## src/rtl/irqraw_pkg.sv

```systemverilog
package irqraw_pkg;
   localparam int BIT_WAKE   = 6;
   localparam int BIT_AERR   = 7;
   localparam int BIT_BFREE  = 8;
   localparam int BIT_AMATCH = 9;
   localparam int MIN_REG_W  = BIT_AMATCH + 1;

   function automatic bit is_flag_bit(input int idx);
      return (idx == BIT_WAKE) || (idx == BIT_AERR) ||
             (idx == BIT_BFREE) || (idx == BIT_AMATCH);
   endfunction
endpackage

```

## src/rtl/irqraw_event_decode.sv

```systemverilog
module irqraw_event_decode #(
   parameter int REG_W = 16,
   parameter int N_ALT = 3
) (
   input  logic             ev_own_match,
   input  logic [N_ALT-1:0] ev_alt_match,
   input  logic             ev_gcall,
   input  logic             ev_stop,
   input  logic             ev_rstart,
   input  logic             ev_acc_err,
   input  logic             ev_wake,
   input  logic             amatch_en,
   output logic [REG_W-1:0] set_vec,
   output logic [REG_W-1:0] aclr_vec
);
   import irqraw_pkg::*;

   logic addr_hit;
   logic frame_edge;

   assign addr_hit   = ev_own_match | (|ev_alt_match) | ev_gcall;
   assign frame_edge = ev_stop | ev_rstart;

   always_comb begin
      set_vec  = '0;
      aclr_vec = '0;
      set_vec[BIT_AMATCH] = addr_hit;
      set_vec[BIT_BFREE]  = ev_stop;
      set_vec[BIT_AERR]   = ev_acc_err;
      set_vec[BIT_WAKE]   = ev_wake;
      aclr_vec[BIT_AMATCH] = frame_edge & ~amatch_en;
   end
endmodule

```

## src/rtl/irqraw_flag_cell.sv

```systemverilog
module irqraw_flag_cell #(
   parameter bit HAS_AUTO = 1'b0
) (
   input  logic clk,
   input  logic rst_n,
   input  logic set_i,
   input  logic wclr_i,
   input  logic aclr_i,
   output logic q_o
);
   logic clr_any;

   generate
      if (HAS_AUTO) begin : g_auto
         assign clr_any = wclr_i | aclr_i;
      end else begin : g_plain
         logic unused_aclr;
         assign unused_aclr = aclr_i;
         assign clr_any = wclr_i;
      end
   endgenerate

   always_ff @(posedge clk) begin
      if (!rst_n)       q_o <= 1'b0;
      else if (set_i)   q_o <= 1'b1;
      else if (clr_any) q_o <= 1'b0;
   end
endmodule

```

## src/rtl/irqraw_req_gen.sv

```systemverilog
module irqraw_req_gen #(
   parameter int REG_W   = 16,
   parameter bit OUT_REG = 1'b1
) (
   input  logic             clk,
   input  logic             rst_n,
   input  logic [REG_W-1:0] flags,
   input  logic [REG_W-1:0] enables,
   output logic             req_o
);
   logic req_comb;
   assign req_comb = |(flags & enables);

   generate
      if (OUT_REG) begin : g_reg
         always_ff @(posedge clk) begin
            if (!rst_n) req_o <= 1'b0;
            else        req_o <= req_comb;
         end
      end else begin : g_comb
         logic unused_clk;
         assign unused_clk = clk ^ rst_n;
         assign req_o = req_comb;
      end
   endgenerate
endmodule

```

## src/rtl/irqraw_bank.sv

```systemverilog
module irqraw_bank #(
   parameter int REG_W   = 16,
   parameter int N_ALT   = 3,
   parameter bit OUT_REG = 1'b1
) (
   input  logic             clk,
   input  logic             rst_n,
   input  logic             ev_own_match,
   input  logic [N_ALT-1:0] ev_alt_match,
   input  logic             ev_gcall,
   input  logic             ev_stop,
   input  logic             ev_rstart,
   input  logic             ev_acc_err,
   input  logic             ev_wake,
   input  logic [REG_W-1:0] irq_en,
   input  logic             wr_en,
   input  logic [REG_W-1:0] wr_data,
   output logic [REG_W-1:0] rd_data,
   output logic             irq_out
);
   import irqraw_pkg::*;

   generate
      if (REG_W < MIN_REG_W) begin : g_bad_width
         $error("irqraw_bank: REG_W too small for fixed flag positions");
      end
      if (N_ALT < 1) begin : g_bad_alt
         $error("irqraw_bank: N_ALT must be at least 1");
      end
   endgenerate

   logic [REG_W-1:0] set_vec;
   logic [REG_W-1:0] aclr_vec;
   logic [REG_W-1:0] wclr_vec;
   logic [REG_W-1:0] flags;

   assign wclr_vec = wr_en ? wr_data : '0;

   irqraw_event_decode #(.REG_W(REG_W), .N_ALT(N_ALT)) dec_i (
      .ev_own_match (ev_own_match),
      .ev_alt_match (ev_alt_match),
      .ev_gcall     (ev_gcall),
      .ev_stop      (ev_stop),
      .ev_rstart    (ev_rstart),
      .ev_acc_err   (ev_acc_err),
      .ev_wake      (ev_wake),
      .amatch_en    (irq_en[BIT_AMATCH]),
      .set_vec      (set_vec),
      .aclr_vec     (aclr_vec)
   );

   generate
      for (genvar b = 0; b < REG_W; b++) begin : g_bit
         if (is_flag_bit(b)) begin : g_flag
            irqraw_flag_cell #(.HAS_AUTO(b == BIT_AMATCH)) cell_i (
               .clk    (clk),
               .rst_n  (rst_n),
               .set_i  (set_vec[b]),
               .wclr_i (wclr_vec[b]),
               .aclr_i (aclr_vec[b]),
               .q_o    (flags[b])
            );
         end else begin : g_none
            logic unused_b;
            assign unused_b = set_vec[b] ^ aclr_vec[b] ^ wclr_vec[b];
            assign flags[b] = 1'b0;
         end
      end
   endgenerate

   assign rd_data = flags;

   irqraw_req_gen #(.REG_W(REG_W), .OUT_REG(OUT_REG)) req_i (
      .clk     (clk),
      .rst_n   (rst_n),
      .flags   (flags),
      .enables (irq_en),
      .req_o   (irq_out)
   );
endmodule

```

## config.mk

```make
export PLATFORM = sky130hd
export DESIGN_NAME = irqraw_bank
export DESIGN_NICKNAME = d
export VERILOG_FILES = /design/src/rtl/irqraw_pkg.sv /design/src/rtl/irqraw_event_decode.sv /design/src/rtl/irqraw_flag_cell.sv /design/src/rtl/irqraw_req_gen.sv /design/src/rtl/irqraw_bank.sv
export SDC_FILE = /design/constraint.sdc
export NUM_CORES = 1
export LEC_CHECK = 0
export BUFFER_PORTS_ARGS = -buffer_cell sky130_fd_sc_hd__buf_4
export CAP_MARGIN = 10
export CORE_MARGIN = 2
export CORE_UTILIZATION = 24
export CTS_CLUSTER_DIAMETER = 100
export DETAILED_ROUTE_END_ITERATION = 7
export PLACE_DENSITY = 0.77
export SLEW_MARGIN = 10
export SYNTH_ARGS = -nofsm -noshare
export SYNTH_HDL_FRONTEND = slang
export SYNTH_SLANG_ARGS = --single-unit
```

## constraint.sdc

```tcl
create_clock -name clk -period 1.04 [get_ports clk]
set_clock_uncertainty 0.1 [all_clocks]
set_input_delay 0.052 -clock clk [delete_from_list [all_inputs] [get_ports clk]]
set_output_delay 0.052 -clock clk [all_outputs]
set_load 0.01 [all_outputs]
```

; ---- Word level (Yosys, flattened, before mapping)
; Index checks and enable logic that the tools add are counted.
[classes]
n_mux = 9
n_bitwise = 7
reduce_logical = 6
[ops]
columns = op, n
row1 = $and A10 B16 Y16, 1
row2 = $reduce_or A16 Y1, 1
row3 = $mux W10, 1
row4 = $mux W1, 8
row5 = $reduce_bool A2 Y1, 4
row6 = $or A1 B1 Y1, 4
row7 = $reduce_or A3 Y1, 1
row8 = $and A1 B1 Y1, 1
row9 = $not A1 Y1, 1
[word_totals]
regBits = 5
inputBits = 44
out_inout_bits = 17
wordCells = 27

; ---- Longest topological paths before layout
[depth]
word_depth = 5
ltp_mapped = 3
depth_no_buf = 3

; ---- Modules after synthesis
; Synthesis repeated with hierarchy kept, for this count alone.
[hier_totals]
hier_cells = 78
hier_area_um2 = 654.4
[modules_own_cells]
columns = mod, instances, cells_each, area_per_inst_um2, seq_area_each_um2
row1 = irqraw_event_decode, 1, 37, 256.5, 0.0
row2 = irqraw_flag_cell at g_bit[6].g_flag.cell_i ..., 3, 3, 41.3, 20.0
row3 = irqraw_bank, 1, 17, 118.9, 0.0
row4 = irqraw_req_gen, 1, 12, 115.1, 20.0
row5 = irqraw_flag_cell at g_bit[9].g_flag.cell_i, 1, 3, 40.0, 20.0

; ---- Least setup slack after synthesis
; Ideal clock, no wire load.
[synth_timing]
path_type = reg-to-reg
from = register g_bit[9].g_flag.cell_i.q_o
to = register req_i.req_o
setup_time_ns = 0.123
arrival_ns = 0.523
t_required_ns = 0.817
slack_ns = 0.295
stages_incl_launch_ff = 3
path_buffers = 0
period_less_slack_ns = 0.745
path_cell_list = dfxtp_1 > a22oi_1 > a21oi_1
[synth_between]
elab_chain_len = 2
[synth_rtl]
columns = item, line_no
row1 = start: declaration, irqraw_flag_cell.sv:9  ; output logic q_o
row2 = start signal: assignment, irqraw_flag_cell.sv:24  ; if (!rst_n) q_o <= 1'b0;
row3 = start signal: assignment, irqraw_flag_cell.sv:25  ; else if (set_i) q_o <= 1'b1;
row4 = start signal: assignment, irqraw_flag_cell.sv:26  ; else if (clr_any) q_o <= 1'b0;
row5 = $and A10 B16 Y16, irqraw_req_gen.sv:12  ; assign req_comb = |(flags & enables);
row6 = $reduce_or A16 Y1, irqraw_req_gen.sv:12
row7 = end signal: assignment, irqraw_req_gen.sv:18  ; else req_o <= req_comb;
row8 = end: declaration, irqraw_req_gen.sv:9  ; output logic req_o
; No other way between the ends.
; A chain may end at the register's enable or synchronous reset.

; ---- Final worst setup path
[layout_timing]
from = input port ev_stop
to = register g_bit[9].g_flag.cell_i.q_o
[layout_between]
elab_chain_len = 4
[layout_rtl]
columns = item, line_no
row1 = start: declaration, irqraw_bank.sv:11  ; input logic ev_stop,
row2 = $or A1 B1 Y1, irqraw_event_decode.sv:22  ; assign frame_edge = ev_stop | ev_rstart;
row3 = $and A1 B1 Y1, irqraw_event_decode.sv:31  ; aclr_vec[BIT_AMATCH] = frame_edge & ~amatch_en;
row4 = $or A1 B1 Y1, irqraw_flag_cell.sv:15  ; assign clr_any = wclr_i | aclr_i;
row5 = $reduce_bool A2 Y1 (no line), -
; No other way between the ends.

==> parameters.txt <==
Parameter                              Value

Outcome
  Status ... complete, no violations

Cells and area
  Post-Route Utilization ... 43.5%
  Area occupied by multi-input gates ... 133 um2
  Share of cells above drive strength 1 ... 37.0%
  Flip-flop and latch area ... 100 um2
  Antenna Cells ... 0
  Post-layout nets ... 118
  Area grow syn2layout ... 75.0%
  Number of fill cells ... 133
  Total non-filler cell area in the finished layout ... 552 um2

STA
  Count of endpoints failing setup in the final report ... 0
  Fin. max-slew vios ... 0
  Final critical-path required period ... 974 ps
  Final period utilization ... 93.7%
  RSZ-0062 raised after global routing ... no
  Final hold vios ... 0
  Highest attainable clock frequency ... 1030 MHz
  Final setup TNS ... 0 ps

CTS
  Cell at the root of the clock tree ... clkbuf_4
  Clock H-tree levels ... 1
  Number of clock buffers inserted by TritonCTS ... 3
  Clock insertion delay at the later pin of the skew report ... 250 ps
  Resize count post-CTS ... 0
  Number of buffers on the longest clock path ... 2
  Sinks on the clock net ... 5
  Clock tree from TritonCTS ... built
  Number of post-CTS setup repair buffers ... 0
  Clock transition at the register clock pins on the worst setup and hold paths after CTS ... 50 ps

Critical path
  Critical-path cell list ... dlygate4sd3_1 > buf_4 > nor2_1 > o211ai_1 > a31oi_1
  Max FO, Critical Path ... 2
  R2r endpoint ... req_i.req_o
  R2R setup slack ... 240 ps
  Capturing instance or port of the critical path ... g_bit[9].g_flag.cell_i.q_o
  Endpoint required time on the critical path ... 1110 ps
  Data arrival, critical path ... 1050 ps
  Reg2reg start ... g_bit[6].g_flag.cell_i.q_o
  Buffers and inverters on the worst path ... 2
  Crit. path cell count ... 5
  CP top delay family ... buffers and inverters
  Startpoint of the most critical setup path ... ev_stop
  Category of the critical setup timing path ... in -> reg
  Worst setup SP type ... input pin
  Longest individual stage delay on the worst path ... 540 ps
  Type of element capturing the critical path ... flop
  CP max stage cell ... dlygate4sd3_1
  Reg2Reg Depth ... 2

Drt
  Antenna-violating nets left ... 0
  Post-detailed-route DRC marker count ... 0
  Vias per cell ... 3.89
  Overall via count from detail_route ... 342
  First DRT Iteration DRCs ... 6
  Wirelength per Cell ... 9.07 um
  Final Routed Wirelength ... 798 um
  Number of search-and-repair iterations in the first detailed-routing pass ... 4

Logic synthesis
  Average size of a mapped cell ... 7.69 um2
  Part of the Yosys area used for sequential elements ... 31.7%
  Count of distinct cell types in the synthesized netlist ... 11
  Netlist area before placement ... 315 um2
  Cell types with the largest area share after synthesis ... buf_4 (38%), dfxtp_1 (32%), a21oi_1 (6.3%), nor2_1 (6.0%), a22oi_1 (4.8%)
  Flip-flop and latch count after synthesis ... 5
  Area fraction of the dominant cell type after synthesis ... 38.1%
  Biggest area consumer among synthesized cells ... buf_4
  Synthesis Warnings ... 0
  Synthesized netlist cell count ... 41

Power
  Static leakage ... 0.287 nW
  Power Dens Cells ... 1090 nW/um2
  Highest ir drop seen on vdd ... 0.000324 V

Placement
  Number of buffers inserted by port buffering ... 24
  Cell Area, Placed ... 435 um2
  Final weighted congestion in routability-driven placement ... 0.592

Floorplan
  Area of the core ... 1270 um2
  Area of the die ... 1620 um2
  Starting density of the core ... 24.9%
  Count of pins on the block boundary ... 61
  Width of the chip ... 40.2 um
  Floorplan die height ... 40.2 um
  Number of core rows ... 13

Global route
  Wire length of the first global-routing pass ... 1270 um
  Antenna violations before repair ... 0
  Largest net degree at the start of global routing ... 6
  Global route overflow ... 0
  Number of global-route vias before repair ... 310
  Total routing usage reported by global routing ... 12.0%

Flow run
  Max_cap viols ... 0

Hold path
  Worst min-delay path class ... in -> reg
  Number of cells on the worst hold path ... 3
-- worst min path at each step --
stage / startpoint / to / slack, ps
3_3_place_gp: ev_acc_err / g_bit[7].g_flag.cell_i.q_o / 160
4_1_cts: ev_alt_match[0] / g_bit[9].g_flag.cell_i.q_o / 0.4
3_5_place_dp: ev_acc_err / g_bit[7].g_flag.cell_i.q_o / 180
6_report: ev_alt_match[0] / g_bit[9].g_flag.cell_i.q_o / 6
5_1_grt: ev_alt_match[0] / g_bit[9].g_flag.cell_i.q_o / 20
2_1_floorplan: ev_wake / g_bit[6].g_flag.cell_i.q_o / 70
-- cell usage in the layout (no fill, tap or decap) --
cell type,Yosys,final
a22oi_1,2,2
buf_4,16,24
nor2_1,5,5
dfxtp_1,5,5
clkbuf_4,0,3
clkbuf_1,0,1
o211ai_1,1,1
inv_1,1,1
nor3_1,1,1
nand2_1,4,4
a21oi_1,4,4
dlygate4sd3_1,0,9
a31oi_1,1,1
conb_1,1,12
-- synthesized netlist by cell type --
cell type	number
nor3_1	1
a31oi_1	1
buf_4	16
dfxtp_1	5
a21oi_1	4
nand2_1	4
conb_1	1
o211ai_1	1
nor2_1	5
inv_1	1
a22oi_1	2
-- cells by family after synthesis --
kind of cell / synth area share (%)
flip-flops: 31.7
AND/OR/NAND/NOR: 12.3
buffers and inverters: 39.3
other: 1.19
AO/OA/AOI/OAI: 15.5
-- what timing repair did --
action / 4_1_cts / 5_1_grt
setup endpoints to repair: 0 / 0
hold buffers: 9 / 0
endpoints found under the hold margin: 5 / 0
-- cell type report --
class	count	share of cell area, %
Clock buffer	4	4.76
Sequential cell	5	18.1
Inverter	1	0.680
Timing Repair Buffer	33	49.0
Multi-Input combinational cell	30	24.0
Tap cell	15	3.40
-- routing by layer --
metal,up-vias,global-route usage [%],wire length [um]
li1,170,-,-
met3,0,1.67,40
met1,157,11.9,256
met2,15,23.0,500
met5,-,0,0
met4,0,7.50,0
-- registers in the layout, summed over array words and instances, names as in the netlist --
signal                   count
req_i.req_o                  1
g_bit.g_flag.cell_i.q_o      4
-- through the flow --
step | setup slack [ps] | power, mW | hold WS, ps | std cells
after detailed placement | 254 | 0.350 | 181 | 75
after floorplan | 295 | 0.314 | 69.4 | 52
after CTS | 64.0 | 0.619 | 0.435 | 88
after global placement | 250 | 0.348 | 160 | 75
after global routing | 8.77 | 0.654 | 16.9 | 88
final | 65.9 | 0.604 | 6.12 | 88
-- worst min-delay path, cell delays in order --
cell     delay [ps]
buf_4            80
nor3_1           30
a31oi_1         150
-- power by group --
group          switching, mW  leakage, nW  internal (mW)
clock network         0.0840       0.0150          0.145
logic                 0.0627        0.230         0.0956
registers            0.00961       0.0419          0.206
total                  0.156        0.287          0.447
Note: power is estimated with default switching activity, not from simulation.
